==> src/rtl/slif_pkg.sv <==
package slif_pkg;
   // register address map
   localparam int ADR_CTRL    = 0;
   localparam int ADR_THRESH  = 1;
   localparam int ADR_WEIGHT  = 2;
   localparam int ADR_LEAK    = 3;
   localparam int ADR_REFR    = 4;
   localparam int ADR_POLY_LO = 5;
   localparam int ADR_POLY_HI = 6;
   localparam int ADR_SEED_LO = 7;
   localparam int ADR_SEED_HI = 8;
   localparam int ADR_COUNT   = 9;
   localparam int ADR_TBL     = 16;
endpackage

==> src/rtl/slif_regs.sv <==
module slif_regs
   import slif_pkg::*;
#(
   parameter int DATA_W    = 8,
   parameter int ADDR_W    = 5,
   parameter int RNG_W     = 16,
   parameter int TBL_DEPTH = 8,
   parameter int REFR_W    = 8,
   parameter int CNT_W     = 8,
   parameter logic [RNG_W-1:0] DEF_POLY = 16'hB400
) (
   input  logic                        clk,
   input  logic                        rst_n,
   input  logic                        we,
   input  logic [ADDR_W-1:0]           addr,
   input  logic [DATA_W-1:0]           wdata,
   output logic [DATA_W-1:0]           rdata,
   input  logic [CNT_W-1:0]            spike_count,
   output logic                        stoch_en,
   output logic [DATA_W-1:0]           thresh,
   output logic [DATA_W-1:0]           weight,
   output logic [DATA_W-1:0]           leak,
   output logic [REFR_W-1:0]           refr_len,
   output logic [RNG_W-1:0]            poly,
   output logic                        seed_load,
   output logic [RNG_W-1:0]            seed,
   output logic [TBL_DEPTH*DATA_W-1:0] tbl_flat
);
   logic [DATA_W-1:0] seed_lo_q;

   always_ff @(posedge clk) begin
      if (!rst_n) begin
         stoch_en  <= 1'b0;
         thresh    <= '1;
         weight    <= '0;
         leak      <= '0;
         refr_len  <= '0;
         poly      <= DEF_POLY;
         seed_lo_q <= '0;
      end else if (we) begin
         case (addr)
            ADDR_W'(ADR_CTRL):    stoch_en  <= wdata[0];
            ADDR_W'(ADR_THRESH):  thresh    <= wdata;
            ADDR_W'(ADR_WEIGHT):  weight    <= wdata;
            ADDR_W'(ADR_LEAK):    leak      <= wdata;
            ADDR_W'(ADR_REFR):    refr_len  <= wdata[REFR_W-1:0];
            ADDR_W'(ADR_POLY_LO): poly[DATA_W-1:0]     <= wdata;
            ADDR_W'(ADR_POLY_HI): poly[RNG_W-1:DATA_W] <= wdata;
            ADDR_W'(ADR_SEED_LO): seed_lo_q <= wdata;
            default: ;
         endcase
      end
   end

   // seed high write loads the generator at the same edge
   assign seed_load = we && (addr == ADDR_W'(ADR_SEED_HI));
   assign seed      = {wdata, seed_lo_q};

   // activation entries, one register each
   for (genvar g = 0; g < TBL_DEPTH; g++) begin : g_entry
      logic [DATA_W-1:0] entry_q;
      always_ff @(posedge clk) begin
         if (!rst_n)
            entry_q <= '0;
         else if (we && addr == ADDR_W'(ADR_TBL + g))
            entry_q <= wdata;
      end
      assign tbl_flat[g*DATA_W +: DATA_W] = entry_q;
   end

   always_comb begin
      rdata = '0;
      case (addr)
         ADDR_W'(ADR_CTRL):    rdata = DATA_W'(stoch_en);
         ADDR_W'(ADR_THRESH):  rdata = thresh;
         ADDR_W'(ADR_WEIGHT):  rdata = weight;
         ADDR_W'(ADR_LEAK):    rdata = leak;
         ADDR_W'(ADR_REFR):    rdata = DATA_W'(refr_len);
         ADDR_W'(ADR_POLY_LO): rdata = poly[DATA_W-1:0];
         ADDR_W'(ADR_POLY_HI): rdata = poly[RNG_W-1:DATA_W];
         ADDR_W'(ADR_SEED_LO): rdata = seed_lo_q;
         ADDR_W'(ADR_COUNT):   rdata = DATA_W'(spike_count);
         default: begin
            for (int k = 0; k < TBL_DEPTH; k++)
               if (addr == ADDR_W'(ADR_TBL + k))
                  rdata = tbl_flat[k*DATA_W +: DATA_W];
         end
      endcase
   end
endmodule

==> src/rtl/slif_lfsr.sv <==
module slif_lfsr #(
   parameter int W = 16,
   parameter logic [W-1:0] FIX_SEED = 16'hACE1,
   parameter bit GALOIS = 1'b0
) (
   input  logic         clk,
   input  logic         rst_n,
   input  logic         adv,
   input  logic         load,
   input  logic [W-1:0] seed,
   input  logic [W-1:0] poly,
   output logic [W-1:0] state
);
   logic [W-1:0] cand;

   if (FIX_SEED == '0) begin : g_bad_fix
      $error("slif_lfsr: FIX_SEED must be nonzero");
   end

   if (GALOIS) begin : g_galois
      always_comb cand = {1'b0, state[W-1:1]} ^ (state[0] ? poly : '0);
   end else begin : g_fibonacci
      always_comb cand = {state[W-2:0], ^(state & poly)};
   end

   always_ff @(posedge clk) begin
      if (!rst_n)
         state <= FIX_SEED;
      else if (load)
         state <= (seed == '0) ? FIX_SEED : seed;
      else if (adv)
         state <= (cand == '0) ? FIX_SEED : cand;
   end

   assert_never_zero_R10: assert property (@(posedge clk) disable iff (!rst_n)
      state != '0);
endmodule

==> src/rtl/slif_membrane.sv <==
module slif_membrane #(
   parameter int MEM_W  = 16,
   parameter int DATA_W = 8,
   parameter int REFR_W = 8
) (
   input  logic              clk,
   input  logic              rst_n,
   input  logic              ev_raw,
   input  logic [DATA_W-1:0] weight,
   input  logic [DATA_W-1:0] leak,
   input  logic [DATA_W-1:0] thresh,
   input  logic [REFR_W-1:0] refr_len,
   output logic [MEM_W-1:0]  mem_q,
   output logic              spike_q
);
   localparam int SH = MEM_W - DATA_W;

   logic [REFR_W-1:0] refr_q;
   logic              refr_active, ev, fire_now;
   logic [MEM_W:0]    sum;
   logic [MEM_W-1:0]  add, sat, lk, leaked, nxt;

   assign refr_active = (refr_q != '0);
   assign ev          = ev_raw && !refr_active;
   assign add         = MEM_W'(weight) << SH;
   assign sum         = {1'b0, mem_q} + {1'b0, add};
   assign sat         = sum[MEM_W] ? '1 : sum[MEM_W-1:0];
   assign lk          = MEM_W'(leak);
   assign leaked      = (mem_q > lk) ? (mem_q - lk) : '0;
   assign nxt         = ev ? sat : leaked;
   assign fire_now    = ev && (nxt[MEM_W-1 -: DATA_W] >= thresh);

   always_ff @(posedge clk) begin
      if (!rst_n) begin
         mem_q   <= '0;
         spike_q <= 1'b0;
         refr_q  <= '0;
      end else if (fire_now) begin
         mem_q   <= '0;
         spike_q <= 1'b1;
         refr_q  <= refr_len;
      end else begin
         mem_q   <= nxt;
         spike_q <= 1'b0;
         refr_q  <= refr_active ? refr_q - 1'b1 : '0;
      end
   end

   assert_no_wrap_R4: assert property (@(posedge clk) disable iff (!rst_n)
      (ev && !fire_now) |=> (mem_q >= $past(mem_q)));
   assert_leak_down_R5: assert property (@(posedge clk) disable iff (!rst_n)
      !ev |=> (mem_q <= $past(mem_q)));
   assert_spike_clears_R6: assert property (@(posedge clk) disable iff (!rst_n)
      spike_q |-> (mem_q == '0));
   assert_refr_quiet_R7: assert property (@(posedge clk) disable iff (!rst_n)
      refr_active |=> (mem_q == '0 && !spike_q));
endmodule

==> src/rtl/slif_counter.sv <==
module slif_counter #(
   parameter int W = 8
) (
   input  logic         clk,
   input  logic         rst_n,
   input  logic         inc,
   output logic [W-1:0] cnt_q
);
   localparam logic [W-1:0] MAX = '1;

   always_ff @(posedge clk) begin
      if (!rst_n)
         cnt_q <= '0;
      else if (inc && cnt_q != MAX)
         cnt_q <= cnt_q + 1'b1;
   end

   assert_hold_max_R8: assert property (@(posedge clk) disable iff (!rst_n)
      (cnt_q == MAX) |=> (cnt_q == MAX));
   assert_step_R8: assert property (@(posedge clk) disable iff (!rst_n)
      (inc && cnt_q != MAX) |=> (cnt_q == $past(cnt_q) + 1'b1));
endmodule

==> src/rtl/slif_neuron.sv <==
module slif_neuron #(
   parameter int DATA_W    = 8,
   parameter int ADDR_W    = 5,
   parameter int RNG_W     = 16,
   parameter int MEM_W     = 16,
   parameter int TBL_DEPTH = 8,
   parameter int REFR_W    = 8,
   parameter int CNT_W     = 8,
   parameter logic [RNG_W-1:0] FIX_SEED = 16'hACE1,
   parameter logic [RNG_W-1:0] DEF_POLY = 16'hB400,
   parameter bit RNG_GALOIS = 1'b0
) (
   input  logic              clk,
   input  logic              rst_n,
   input  logic              cfg_we,
   input  logic [ADDR_W-1:0] cfg_addr,
   input  logic [DATA_W-1:0] cfg_wdata,
   output logic [DATA_W-1:0] cfg_rdata,
   input  logic              in_spike,
   output logic              spike_out,
   output logic [MEM_W-1:0]  membrane,
   output logic [RNG_W-1:0]  rng_state
);
   localparam int IDX_W = $clog2(TBL_DEPTH);

   if (RNG_W != 2*DATA_W) begin : g_bad_rng
      $error("slif_neuron: RNG_W must be twice DATA_W");
   end
   if ((1 << IDX_W) != TBL_DEPTH) begin : g_bad_depth
      $error("slif_neuron: TBL_DEPTH must be a power of two");
   end
   if (MEM_W < DATA_W || REFR_W > DATA_W || CNT_W > DATA_W) begin : g_bad_width
      $error("slif_neuron: inconsistent widths");
   end
   if (slif_pkg::ADR_TBL + TBL_DEPTH > (1 << ADDR_W)) begin : g_bad_addr
      $error("slif_neuron: table does not fit the address space");
   end

   logic                        stoch_en, seed_load;
   logic [DATA_W-1:0]           thresh, weight, leak, entry, cmp;
   logic [REFR_W-1:0]           refr_len;
   logic [RNG_W-1:0]            poly, seed;
   logic [TBL_DEPTH*DATA_W-1:0] tbl_flat;
   logic [CNT_W-1:0]            spike_count;
   logic [IDX_W-1:0]            idx;
   logic                        fire;

   slif_regs #(
      .DATA_W(DATA_W), .ADDR_W(ADDR_W), .RNG_W(RNG_W), .TBL_DEPTH(TBL_DEPTH),
      .REFR_W(REFR_W), .CNT_W(CNT_W), .DEF_POLY(DEF_POLY)
   ) u_regs (
      .clk(clk), .rst_n(rst_n), .we(cfg_we), .addr(cfg_addr), .wdata(cfg_wdata),
      .rdata(cfg_rdata), .spike_count(spike_count), .stoch_en(stoch_en),
      .thresh(thresh), .weight(weight), .leak(leak), .refr_len(refr_len),
      .poly(poly), .seed_load(seed_load), .seed(seed), .tbl_flat(tbl_flat)
   );

   slif_lfsr #(.W(RNG_W), .FIX_SEED(FIX_SEED), .GALOIS(RNG_GALOIS)) u_lfsr (
      .clk(clk), .rst_n(rst_n), .adv(stoch_en), .load(seed_load),
      .seed(seed), .poly(poly), .state(rng_state)
   );

   // top bits pick the probability entry, low byte is the random draw
   assign idx   = rng_state[RNG_W-1 -: IDX_W];
   assign cmp   = rng_state[DATA_W-1:0];
   assign entry = tbl_flat[idx*DATA_W +: DATA_W];
   assign fire  = stoch_en && (cmp < entry);

   slif_membrane #(.MEM_W(MEM_W), .DATA_W(DATA_W), .REFR_W(REFR_W)) u_mem (
      .clk(clk), .rst_n(rst_n), .ev_raw(fire || in_spike), .weight(weight),
      .leak(leak), .thresh(thresh), .refr_len(refr_len),
      .mem_q(membrane), .spike_q(spike_out)
   );

   slif_counter #(.W(CNT_W)) u_cnt (
      .clk(clk), .rst_n(rst_n), .inc(spike_out), .cnt_q(spike_count)
   );

   assert_idle_no_fire_R3: assert property (@(posedge clk) disable iff (!rst_n)
      (!stoch_en && !in_spike && !seed_load) |=> $stable(rng_state));
endmodule

==> config.mk <==
export PLATFORM = sky130hd
export DESIGN_NAME = slif_neuron
export DESIGN_NICKNAME = d
export VERILOG_FILES = /design/src/rtl/slif_pkg.sv /design/src/rtl/slif_regs.sv /design/src/rtl/slif_lfsr.sv /design/src/rtl/slif_membrane.sv /design/src/rtl/slif_counter.sv /design/src/rtl/slif_neuron.sv
export SDC_FILE = /design/constraint.sdc
export NUM_CORES = 1
export LEC_CHECK = 0
export BUFFER_PORTS_ARGS = -buffer_cell sky130_fd_sc_hd__buf_2
export CAP_MARGIN = 20
export CORE_MARGIN = 4
export CORE_UTILIZATION = 45
export CTS_CLUSTER_DIAMETER = 80
export CTS_CLUSTER_SIZE = 8
export DETAILED_ROUTE_END_ITERATION = 16
export GPL_TIMING_DRIVEN = 0
export PLACE_DENSITY = 0.7
export SYNTH_ARGS = -nofsm -noshare
export SYNTH_HDL_FRONTEND = slang
export SYNTH_SLANG_ARGS = --single-unit
==> constraint.sdc <==
create_clock -name clk -period 4.7 [get_ports clk]
set_input_delay 0.94 -clock clk [delete_from_list [all_inputs] [get_ports clk]]
set_output_delay 0.94 -clock clk [all_outputs]
set_load 0.05 [all_outputs]
==> impl_metrics.env, run 1 <==
export IMPL_hold_viol_final=0
export IMPL_min_period_over_period_pct=99.0
export IMPL_synth_edf_count=0
export IMPL_synth_top_cells_by_count="nand2_1, dfxtp_1, nand3_1, a21oi_1, nor2_1"
export IMPL_die_area_sq_um=23400
export IMPL_synth_cells=1181
export IMPL_row_count=52
export IMPL_vdd_drop_max_uv=353
export IMPL_synth_seq_cells=170
export IMPL_cp_required_ps=5060
export IMPL_clkSinkCount=170
export IMPL_syn_nets=1233
export IMPL_fp_dieW_um=153
export IMPL_yosysTopAreaCell="dfxtp_1"
export IMPL_numCtsBuffers=17
export IMPL_ioPinCount=58
export IMPL_ys_seq_area_share_pct=35.9
export IMPL_holdPathStages=2
export IMPL_grt_max_degree=19
export IMPL_drive_above_1_share_pct=13.0
export IMPL_finalClockSkew_ps=11.0
export IMPL_cp_max_fo=7
export IMPL_synth_async_reset_ratio_pct=0
export IMPL_n_antenna_cell=0
export IMPL_crit_type="reg2reg"
export IMPL_detail_route_vias_per_cell=6.22
export IMPL_synthTopCellsByArea="dfxtp_1, nand2_1, nand3_1"
export IMPL_ant_nets=0
export IMPL_clkLatencyLatePin_ps=440
export IMPL_drt_first_pass_iters=6
export IMPL_min_to="u_regs.g_entry[0].entry_q[3]$_SDFFE_PN0P_"
export IMPL_hold_path_class="reg2reg"
export IMPL_cts_tree="done"
export IMPL_cts_root_buffer="clkbuf_16"
export IMPL_syn_area_per_cell_sq_um=8.02
export IMPL_cts_hold_buffers=0
export IMPL_finalMaxSlewViolations=0
export IMPL_clk_pin_slew_ps=70
export IMPL_io_buffer_count=47
export IMPL_pwr_density_cell_nw_per_um2=432
export IMPL_core_sq_um=20500
export IMPL_rsz0062_at_grt="yes"
export IMPL_wl_per_cell_um=22.1
export IMPL_r2r_end="u_mem.mem_q[9]$_SDFF_PP0_"
export IMPL_finalSetupTns_ps=0
export IMPL_syn_to_final_growth_pct=17.2
export IMPL_reg2reg_setup_slack_ps=50
export IMPL_start_util_pct=46.2
export IMPL_grt_usage_pct=28.0
export IMPL_min_from="u_regs.g_entry[0].entry_q[3]$_SDFFE_PN0P_"
export IMPL_final_cell_count_no_fill=1550
export IMPL_cts_path_max_buffers=2
export IMPL_outcome="complete, no violations"
export IMPL_arrival_ps=5010
export IMPL_reg2regPathDepth=17
export IMPL_grt_antenna_before_repair=0
export IMPL_drtIter0Drc=1192
export IMPL_fin_crit_ps=4650
export IMPL_ys_types=67
export IMPL_setup_violations=0
export IMPL_drv_cap=0
export IMPL_worst_setup_path_start_kind="flop"
export IMPL_first_global_vias=8713
export IMPL_nNetsFinal=1319
export IMPL_yosysMostFrequentCell="nand2_1"
export IMPL_routed_wl_um=34200
export IMPL_vias=9646
export IMPL_overflow=0
export IMPL_p_leak_nw=4.24
export IMPL_place_gp_congestion=1.03
export IMPL_ys_warn_count=0
export IMPL_drc=0
export IMPL_synth_flop_cell="dfxtp_1"
export IMPL_die_height_um=153
export IMPL_seq_area_sq_um=3410
export IMPL_cts_htree_levels=4
export IMPL_worst_pin_slew_ps=900
export IMPL_timing_rr_start="u_lfsr.state[13]$_SDFFE_PN1P_"
export IMPL_dp_cells=1498
export IMPL_dp_hpwl_um=24900
export IMPL_synthDominantCellAreaShare_pct=35.9
export IMPL_netlist_area_sq_um=9470
export IMPL_critPathCaptureType="flop"
export IMPL_fillers=1908
export IMPL_grt_pass1_wl_um=51600
export IMPL_multi_input_area_sq_um=5800
export IMPL_slew_headroom_pct=39.6
export IMPL_max_freq_ghz=0.215
-- power breakdown --
| group | leakage (nW) | total [mW] | internal [mW] | switching, mW |
|---|---|---|---|---|
| combinational | 2.56 | 1.68 | 0.655 | 1.03 |
| sequential | 1.38 | 1.61 | 1.52 | 0.0885 |
| clock | 0.303 | 1.51 | 0.816 | 0.692 |
| total | 4.24 | 4.80 | 2.99 | 1.81 |
-- final cells by class --
| type | instances | area share [%] |
|---|---|---|
| Sequential cell | 170 | 30.7 |
| Tap cell | 270 | 3.04 |
| Timing Repair Buffer | 69 | 3.74 |
| Buffer | 86 | 3.57 |
| Inverter | 32 | 1.12 |
| Clock inverter | 15 | 1.78 |
| Clock buffer | 17 | 3.83 |
| Multi-Input combinational cell | 891 | 52.2 |
-- worst max path at each step --
stage                                        startpoint                   endpoint  slack, ps  depth (start not counted)
after detailed placement  u_lfsr.state[13]$_SDFFE_PN1P_  u_mem.mem_q[9]$_SDFF_PP0_       -610                         18
after floorplan           u_lfsr.state[13]$_SDFFE_PN1P_  u_mem.mem_q[9]$_SDFF_PP0_         40                         18
after CTS                 u_lfsr.state[13]$_SDFFE_PN1P_  u_mem.mem_q[9]$_SDFF_PP0_         50                         18
after global placement    u_lfsr.state[13]$_SDFFE_PN1P_  u_mem.mem_q[9]$_SDFF_PP0_       -670                         18
final                     u_lfsr.state[13]$_SDFFE_PN1P_  u_mem.mem_q[9]$_SDFF_PP0_         50                         17
after global routing      u_lfsr.state[13]$_SDFFE_PN1P_  u_mem.mem_q[9]$_SDFF_PP0_       -150                         17
-- metal layers --
layer  GRT usage [%]  up-vias  part of all wire, %
met5               0        -                    0
li1                -     4433                    -
met3            6.30       97                   10
met2            42.8      544                   44
met1            38.8     4572                   42
met4            10.3        0                  4.1
-- kinds of logic (layout without fill, tap and decap cells) --
kind of cell,Yosys count,in the layout,synth area share (%)
AO/OA/AOI/OAI,283,283,19.2
adder cells (fa/ha/maj),35,35,4.78
XOR/XNOR,36,36,3.33
AND/OR/NAND/NOR,471,471,22.7
flip-flops,170,170,35.9
multiplexers,66,66,9.11
buffers and inverters,120,219,5.01
-- placed cells by master, fill, tap and decap left out, types with 10 or more instances in the layout --
cell / netlist / routed
a211oi_1: 14 / 13
xor2_1: 11 / 11
mux2i_1: 48 / 48
a22oi_1: 20 / 20
o21ai_0: 49 / 45
clkbuf_16: 0 / 17
ha_1: 33 / 31
clkbuf_1: 71 / 67
nor4_1: 11 / 11
dfxtp_1: 170 / 168
nor3_1: 18 / 16
o211ai_1: 10 / 10
nand3_1: 117 / 117
nand2_1: 189 / 187
inv_1: 31 / 30
a21oi_1: 109 / 108
nor2_1: 77 / 77
a222oi_1: 12 / 12
buf_2: 6 / 53
xnor2_1: 25 / 25
nand2b_1: 12 / 10
mux4_2: 16 / 16
buf_4: 2 / 18
-- registers in the layout (all words and copies together) (netlist names), 16 cells and up --
name                    cells
u_lfsr.state               16
u_regs.poly                16
u_mem.mem_q                16
u_regs.g_entry.entry_q     64
-- what timing repair did --
item,4_1_cts,5_1_grt
hold endpoints to repair,0,0
buffers inserted,14,7
pin swaps,9,20
setup endpoints to repair,25,19
resized for setup,19,39
cloned,0,1
-- worst max-delay path, stage by stage, from the launching register on --
cell	delay, ps
dfxtp_4	420
buf_12	130
mux4_2	490
mux2i_1	170
ha_1	300
a2111oi_4	370
o211ai_1	190
a211o_4	440
buf_8	180
buf_12	130
a21oi_4	160
ha_4	230
o211a_1	230
a221o_1	330
a31oi_4	230
o21ai_4	110
nand2b_4	190
o31ai_4	270
-- stage by stage --
step | setup WS [ps] | area (sq um) | power, mW | hold slack, ps | util [%]
6_report | 47.2 | 11100 | 4.80 | 473 | 54.2
2_1_floorplan | 38.2 | 9500 | 2.71 | 443 | -
3_3_place_gp | -666 | 10100 | 3.03 | 455 | 49.1
3_5_place_dp | -613 | 10100 | 3.05 | 462 | 49.1
4_1_cts | 52.8 | 10900 | 4.58 | 472 | 53.1
5_1_grt | -153 | 11100 | 5.03 | 495 | 54.2
(Power assumes the default switching activity.)
==> run 2, diff against run 1 <==
CORE_MARGIN = 2   (was 4)
==> run 2 against run 1 <==
Compared with the run above:
- clock-buffer cell count is 2 higher
- wire length is 1.6% higher
- sequential cell count stayed put
- core utilization is 1.4 points lower
- combinational power hardly changed
- die area is 5.2% lower
- critical path type unchanged
- largest cell class unchanged
- largest power group unchanged
==> impl_metrics.env, run 2 (synthesis gave the netlist of run 1 again) <==
export IMPL_routed_wl_met2_um=15300
export IMPL_drive_above_1_share_pct=12.6
export IMPL_hold_viol_final=0
export IMPL_max_freq_ghz=0.214
export IMPL_worst_pin_slew_ps=878
export IMPL_wl_per_cell_um=22.3
export IMPL_cpPeakStageDelay_ps=470
export IMPL_cts_path_max_buffers=2
export IMPL_dp_hpwl_um=25400
export IMPL_n_antenna_cell=0
export IMPL_worst_slack_ps=18.7
export IMPL_finalSetupTns_ps=0
export IMPL_drtIter0Drc=1243
export IMPL_drt_first_pass_iters=7
export IMPL_ioPinCount=58
export IMPL_finalMaxSlewViolations=0
export IMPL_hold_path_class="reg2reg"
export IMPL_slew_headroom_pct=41.0
export IMPL_vdd_drop_max_uv=367
export IMPL_routed_top_layer="met4"
export IMPL_clk_pin_slew_ps=80
export IMPL_grt_pass1_wl_um=51900
export IMPL_nNetsFinal=1318
export IMPL_wl_met3_um=3170
export IMPL_critPathCaptureType="flop"
export IMPL_finalPower_mw=4.64
export IMPL_worstPathCellList="clkbuf_8 > mux4_2 > mux2i_1 > ha_1 > a21o_1 > a21oi_1 > nor3b_1 > a211o_4 > buf_8 > buf_6 > o31ai_4 > ha_1 > nand2b_4 > a211oi_2 > o21bai_2 > a31oi_4 > buf_6 > nor3_4 > buf_12 > nand2_1 > o21ai_0"
export IMPL_clkSinkCount=170
export IMPL_crit_type="reg2reg"
export IMPL_cts_root_buffer="clkbuf_16"
export IMPL_die_area_sq_um=22200
export IMPL_fp_dieW_um=149
export IMPL_final_area_sq_um=11000
export IMPL_grt_antenna_before_repair=0
export IMPL_regMostFlops="u_regs.g_entry.entry_q"
export IMPL_io_buffer_count=47
export IMPL_die_height_um=149
export IMPL_final_common_cell="nand2_1"
export IMPL_p_leak_nw=4.20
export IMPL_detail_route_vias_per_cell=6.24
export IMPL_overflow=0
export IMPL_dpl_cell_area_sq_um=10100
export IMPL_fin_crit_ps=4680
export IMPL_place_gp_congestion=1.04
export IMPL_finalClockSkew_ps=14.2
export IMPL_outcome="complete, no violations"
export IMPL_cts_tree="done"
export IMPL_core_sq_um=20800
export IMPL_first_global_vias=8776
export IMPL_wl_met1_um=14600
export IMPL_largest_reg_flops=64
export IMPL_cpMaxStageDelayCell="dfxtp_4"
export IMPL_dp_slack_ps=-666
export IMPL_start_util_pct=45.5
export IMPL_min_period_over_period_pct=99.6
export IMPL_row_count=53
export IMPL_layout_common_cells="nand2_1, dfxtp_1, nand3_1"
export IMPL_vias=9701
export IMPL_worst_setup_path_start_kind="flop"
export IMPL_holdWs_ps=478
export IMPL_pwr_density_cell_nw_per_um2=422
export IMPL_cp_required_ps=5030
export IMPL_ant_nets=0
export IMPL_arrival_ps=5010
export IMPL_drv_cap=0
export IMPL_grt_usage_pct=30.9
export IMPL_clkLatencyLatePin_ps=450
export IMPL_syn_to_final_growth_pct=16.1
export IMPL_grt_max_degree=17
export IMPL_drc=0
export IMPL_cp_max_fo=12
export IMPL_numCtsBuffers=17
export IMPL_setup_violations=0
export IMPL_cts_htree_levels=4
export IMPL_routed_wl_um=34700
==> run 2: cell count changes in the layout (fill, tap and decap cells not counted), sizes merged <==
cell	previous run	this run
clkbuf	88	89
inv	39	36
clkinv	4	3
bufinv	2	0
clkinvlp	2	6
==> run 2: power breakdown <==
| part | switching, mW | leakage (nW) | internal [mW] |
|---|---|---|---|
| registers | 0.0911 | 1.38 | 1.52 |
| logic | 1.01 | 2.57 | 0.647 |
| clock network | 0.657 | 0.256 | 0.720 |
| total | 1.76 | 4.20 | 2.89 |
==> run 2: path summary, 6_finish.rpt <==
kind / from / end / slack, ps / cells past startpoint
max: u_lfsr.state[14]$_SDFFE_PN0P_ / u_mem.refr_q[5]$_SDFF_PN0_ / 20 / 21
min: u_regs.g_entry[7].entry_q[1]$_SDFFE_PN0P_ / u_regs.g_entry[7].entry_q[1]$_SDFFE_PN0P_ / 480 / 2
max reg2reg: u_lfsr.state[14]$_SDFFE_PN0P_ / u_mem.refr_q[5]$_SDFF_PN0_ / 20 / 21
min reg2reg: u_regs.g_entry[7].entry_q[1]$_SDFFE_PN0P_ / u_regs.g_entry[7].entry_q[1]$_SDFFE_PN0P_ / 480 / 2
==> run 2: metrics by stage <==
step	util (%)	instances
after floorplan	-	1181
after global placement	48.4	1503
after detailed placement	48.4	1503
after CTS	52.0	1545
after global routing	52.8	1554
final	52.8	1554
==> run 2: worst max-delay path, delay by kind of cell, from the launching register on <==
kind,cells,cell delay (ps)
DFF,1,470
buffers and inverters,5,850
adders and majority gates,2,580
AOI/OAI and AO/OA,8,1690
and+or+nand+nor,4,360
muxes,2,600
==> run 2: metal layers <==
| metal | GRT usage, % | up-vias |
|---|---|---|
| li1 | - | 4423 |
| met1 | 42.3 | 4632 |
| met2 | 47.1 | 531 |
| met3 | 5.60 | 115 |
| met4 | 15.1 | 0 |
| met5 | 0 | - |
==> run 2: cell type report <==
type / instances / area [sq um]
Buffer: 85 / 390
Clock buffer: 19 / 454
Clock inverter: 13 / 109
Fill cell: 1999 / 9820
Inverter: 32 / 120
Multi-Input combinational cell: 891 / 5740
Sequential cell: 170 / 3410
Tap cell: 275 / 344
Timing Repair Buffer: 69 / 430
==> run 2: repair_timing <==
item                                    4_1_cts  5_1_grt
setup buffers                                10       12
endpoints found under the setup margin       26       26
gates resized for setup                      23       28
pin swaps                                     7       12
gates cloned                                  1        0
hold buffers                                  0        0
==> run 3, diff against run 2 <==
ABC_AREA = 1   (was not set)
CORE_MARGIN = 5   (was 2)
==> run 3 against run 2 <==
Compared with the run above:
- non-clock buffer count shrank 41
- critical path depth grew 4
- highest routed layer unchanged
- sequential cell count did not move
- combinational power is 6% lower
- core utilization decreased by 1.5 points
- critical path type unchanged
- sequential share of layout area up 0.83 points
==> impl_metrics.env, run 3 <==
export IMPL_outcome="complete, no violations"
export IMPL_finalMaxSlewViolations=0
export IMPL_clk_pin_slew_ps=70
export IMPL_clockPowerShare_pct=32.1
export IMPL_grt_antenna_before_repair=1
export IMPL_crit_type="reg2reg"
export IMPL_worst_setup_path_start_kind="flop"
export IMPL_min_to="u_regs.g_entry[7].entry_q[5]$_SDFFE_PN0P_"
export IMPL_synth_mux_area_share_pct=0
export IMPL_clkLatencyLatePin_ps=440
export IMPL_min_from="u_regs.g_entry[7].entry_q[5]$_SDFFE_PN0P_"
export IMPL_synth_seq_cells=170
export IMPL_wl_per_cell_um=18.9
export IMPL_p_seq_share_pct=34.6
export IMPL_p_leak_nw=4.65
export IMPL_ys_warn_count=0
export IMPL_holdPathStages=2
export IMPL_min_period_over_period_pct=91.6
export IMPL_synth_flop_cell="dfxtp_1"
export IMPL_synth_fa_ha_area_share_pct=4.79
export IMPL_detail_route_vias_per_cell=5.72
export IMPL_reg2reg_setup_slack_ps=390
export IMPL_multi_input_area_sq_um=5060
export IMPL_cts_htree_levels=4
export IMPL_fillers=2098
export IMPL_ioPinCount=58
export IMPL_timing_rr_start="u_lfsr.state[14]$_SDFFE_PN0P_"
export IMPL_vias=9852
export IMPL_clkSinkCount=170
export IMPL_drive_above_1_share_pct=10.4
export IMPL_utilization_pct=51.4
export IMPL_drt_first_pass_iters=6
export IMPL_intPower_mw=2.86
export IMPL_arrival_ps=4680
export IMPL_synth_xor_area_share_pct=2.78
export IMPL_syn_to_final_growth_pct=13.2
export IMPL_synthDominantCellAreaShare_pct=36.0
export IMPL_vdd_drop_max_uv=242
export IMPL_synth_top_family_by_area="compound AO/OA/AOI/OAI gates"
export IMPL_io_buffer_count=52
export IMPL_synth_edf_count=0
export IMPL_drtIter0Drc=1167
export IMPL_core_sq_um=20800
export IMPL_drc=0
export IMPL_worst_pin_slew_ps=866
export IMPL_slew_headroom_pct=42.2
export IMPL_synthSimpleGateAreaFrac_pct=21.2
export IMPL_cp_required_ps=5070
export IMPL_syn_nets=1415
export IMPL_grt_pass1_wl_um=50500
export IMPL_numCtsBuffers=17
export IMPL_cts_tree="done"
export IMPL_critPathLaunch="u_lfsr.state[14]$_SDFFE_PN0P_"
export IMPL_critPathCaptureType="flop"
export IMPL_synthTopCellsByArea="dfxtp_1, o21ai_0, nand2_1"
export IMPL_synth_compound_area_share_pct=24.7
export IMPL_synth_cells=1363
export IMPL_first_global_vias=9056
export IMPL_fp_dieW_um=155
export IMPL_overflow=0
export IMPL_rsz0062_at_grt="no"
export IMPL_switching_power_mw=1.80
export IMPL_yosysMostFrequentCell="nand2_1"
export IMPL_setup_violations=0
export IMPL_drv_cap=0
export IMPL_nNetsFinal=1486
export IMPL_finalPower_mw=4.66
export IMPL_largest_reg_flops=64
export IMPL_ys_types=49
export IMPL_reg2regPathDepth=25
export IMPL_grt_usage_pct=26.7
export IMPL_ys_seq_area_share_pct=36.0
export IMPL_final_cell_count_no_fill=1723
export IMPL_pwr_density_cell_nw_per_um2=435
export IMPL_die_area_sq_um=24000
export IMPL_finalClockSkew_ps=11.4
export IMPL_die_height_um=155
export IMPL_cts_path_max_buffers=2
export IMPL_dp_hpwl_um=24100
export IMPL_netlist_area_sq_um=9450
export IMPL_cp_max_fo=10
export IMPL_row_count=53
export IMPL_cts_root_buffer="clkbuf_16"
export IMPL_synth_async_reset_ratio_pct=0
export IMPL_r2r_end="u_mem.refr_q[7]$_SDFF_PN0_"
export IMPL_combinationalPowerShare_pct=33.3
export IMPL_start_util_pct=45.4
export IMPL_grt_max_degree=20
export IMPL_fin_crit_ps=4310
export IMPL_hold_path_class="reg2reg"
export IMPL_final_common_cell="nand2_1"
export IMPL_routed_wl_um=32600
export IMPL_syn_area_per_cell_sq_um=6.93
export IMPL_netSwitchingFraction_pct=38.6
export IMPL_synth_top_cells_by_count="nand2_1, inv_1, o21ai_0, dfxtp_1, a21oi_1"
export IMPL_seq_area_sq_um=3410
export IMPL_dp_cells=1690
export IMPL_finalSetupTns_ps=0
export IMPL_hold_viol_final=0
export IMPL_yosysTopAreaCell="dfxtp_1"
export IMPL_regMostFlops="u_regs.g_entry.entry_q"
export IMPL_max_freq_ghz=0.232
export IMPL_ant_nets=0
export IMPL_place_gp_congestion=1.03
export IMPL_layout_common_cells="nand2_1, inv_1, o21ai_0"
[run 3: cell types whose count changed after synthesis, moves of 16 or more]
cell      delta
mux4_2      -16
nand4_1     +17
clkbuf_1    -26
a21oi_1     +49
nand3_1     -51
inv_1      +153
nand2_1     +39
mux2i_1     -48
o21ai_0    +132
a22oi_1     -20
[run 3: critical path, stage by stage, from the launching register on]
cell,delay (ps)
dfxtp_2,470
clkinvlp_4,180
clkbuf_2,260
o21ai_0,130
o21ai_1,130
o21ai_0,260
ha_1,300
a21oi_1,130
nor2_1,60
a2111oi_1,340
nand2_2,180
nand2_4,120
nand2_4,80
buf_6,150
nand2_1,70
nand2_1,80
inv_1,70
ha_1,230
a21oi_1,120
o21ai_0,90
nand2_1,70
o2111ai_2,140
nand3_1,140
clkbuf_4,210
nand3_1,110
o21ai_2,90
[run 3: power groups by stage]
stage | clock [mW] | sequential (mW) | combinational [mW]
2_1_floorplan | 0 | 1.78 | 1.05
6_report | 1.49 | 1.61 | 1.55
4_1_cts | 1.50 | 1.61 | 1.55
3_3_place_gp | 0 | 1.64 | 1.51
5_1_grt | 1.56 | 1.62 | 1.75
3_5_place_dp | 0 | 1.64 | 1.54
[run 3: cells by family after synthesis]
kind of cell,Yosys count
AOI/OAI and AO/OA,421
xor gates and xnor gates,30
adders and majority gates,35
buffers and inverters,252
DFF,170
and+or+nand+nor,455
[run 3: worst max path at each step]
stage | to | slack [ps]
global route | u_mem.refr_q[7]$_SDFF_PN0_ | 30
detailed placement | u_mem.mem_q[4]$_SDFFE_PP0P_ | -390
floorplan | u_mem.refr_q[6]$_SDFF_PN0_ | 640
finish | u_mem.refr_q[7]$_SDFF_PN0_ | 390
global placement | u_mem.refr_q[7]$_SDFF_PN0_ | -360
CTS | u_mem.mem_q[4]$_SDFFE_PP0P_ | 100
[run 3: per-layer routing]
layer / GRT usage (%) / up-vias / part of all wire (%)
li1: - / 4732 / -
met1: 35.1 / 4516 / 42
met2: 43.2 / 512 / 46
met3: 5.67 / 92 / 8.9
met4: 10.4 / 0 / 3.3
met5: 0 / - / 0
[run 3: timing repair]
action,in CTS,in global routing
resized for setup,2,13
hold buffers,0,0
buffers inserted,2,0
setup endpoints to repair,25,25
[run 3: area by class of cell]
type,count,share of cell area (%)
multi-input combinational,941,47.3
sequential,170,31.8
inverter,191,6.74
timing repair buffer,54,2.57
antenna,1,0.0234
tap,275,3.22
clock buffer,18,4.01
buffer,59,2.59
clock inverter,14,1.71
[run 3: per-stage QoR]
stage | setup WS, ps | hold slack, ps | cell area, sq um
after CTS | 95.6 | 470 | 10700
after floorplan | 641 | 439 | 9450
after global routing | 30.2 | 498 | 10700
after detailed placement | -387 | 460 | 10100
final | 393 | 473 | 10700
after global placement | -363 | 457 | 10100
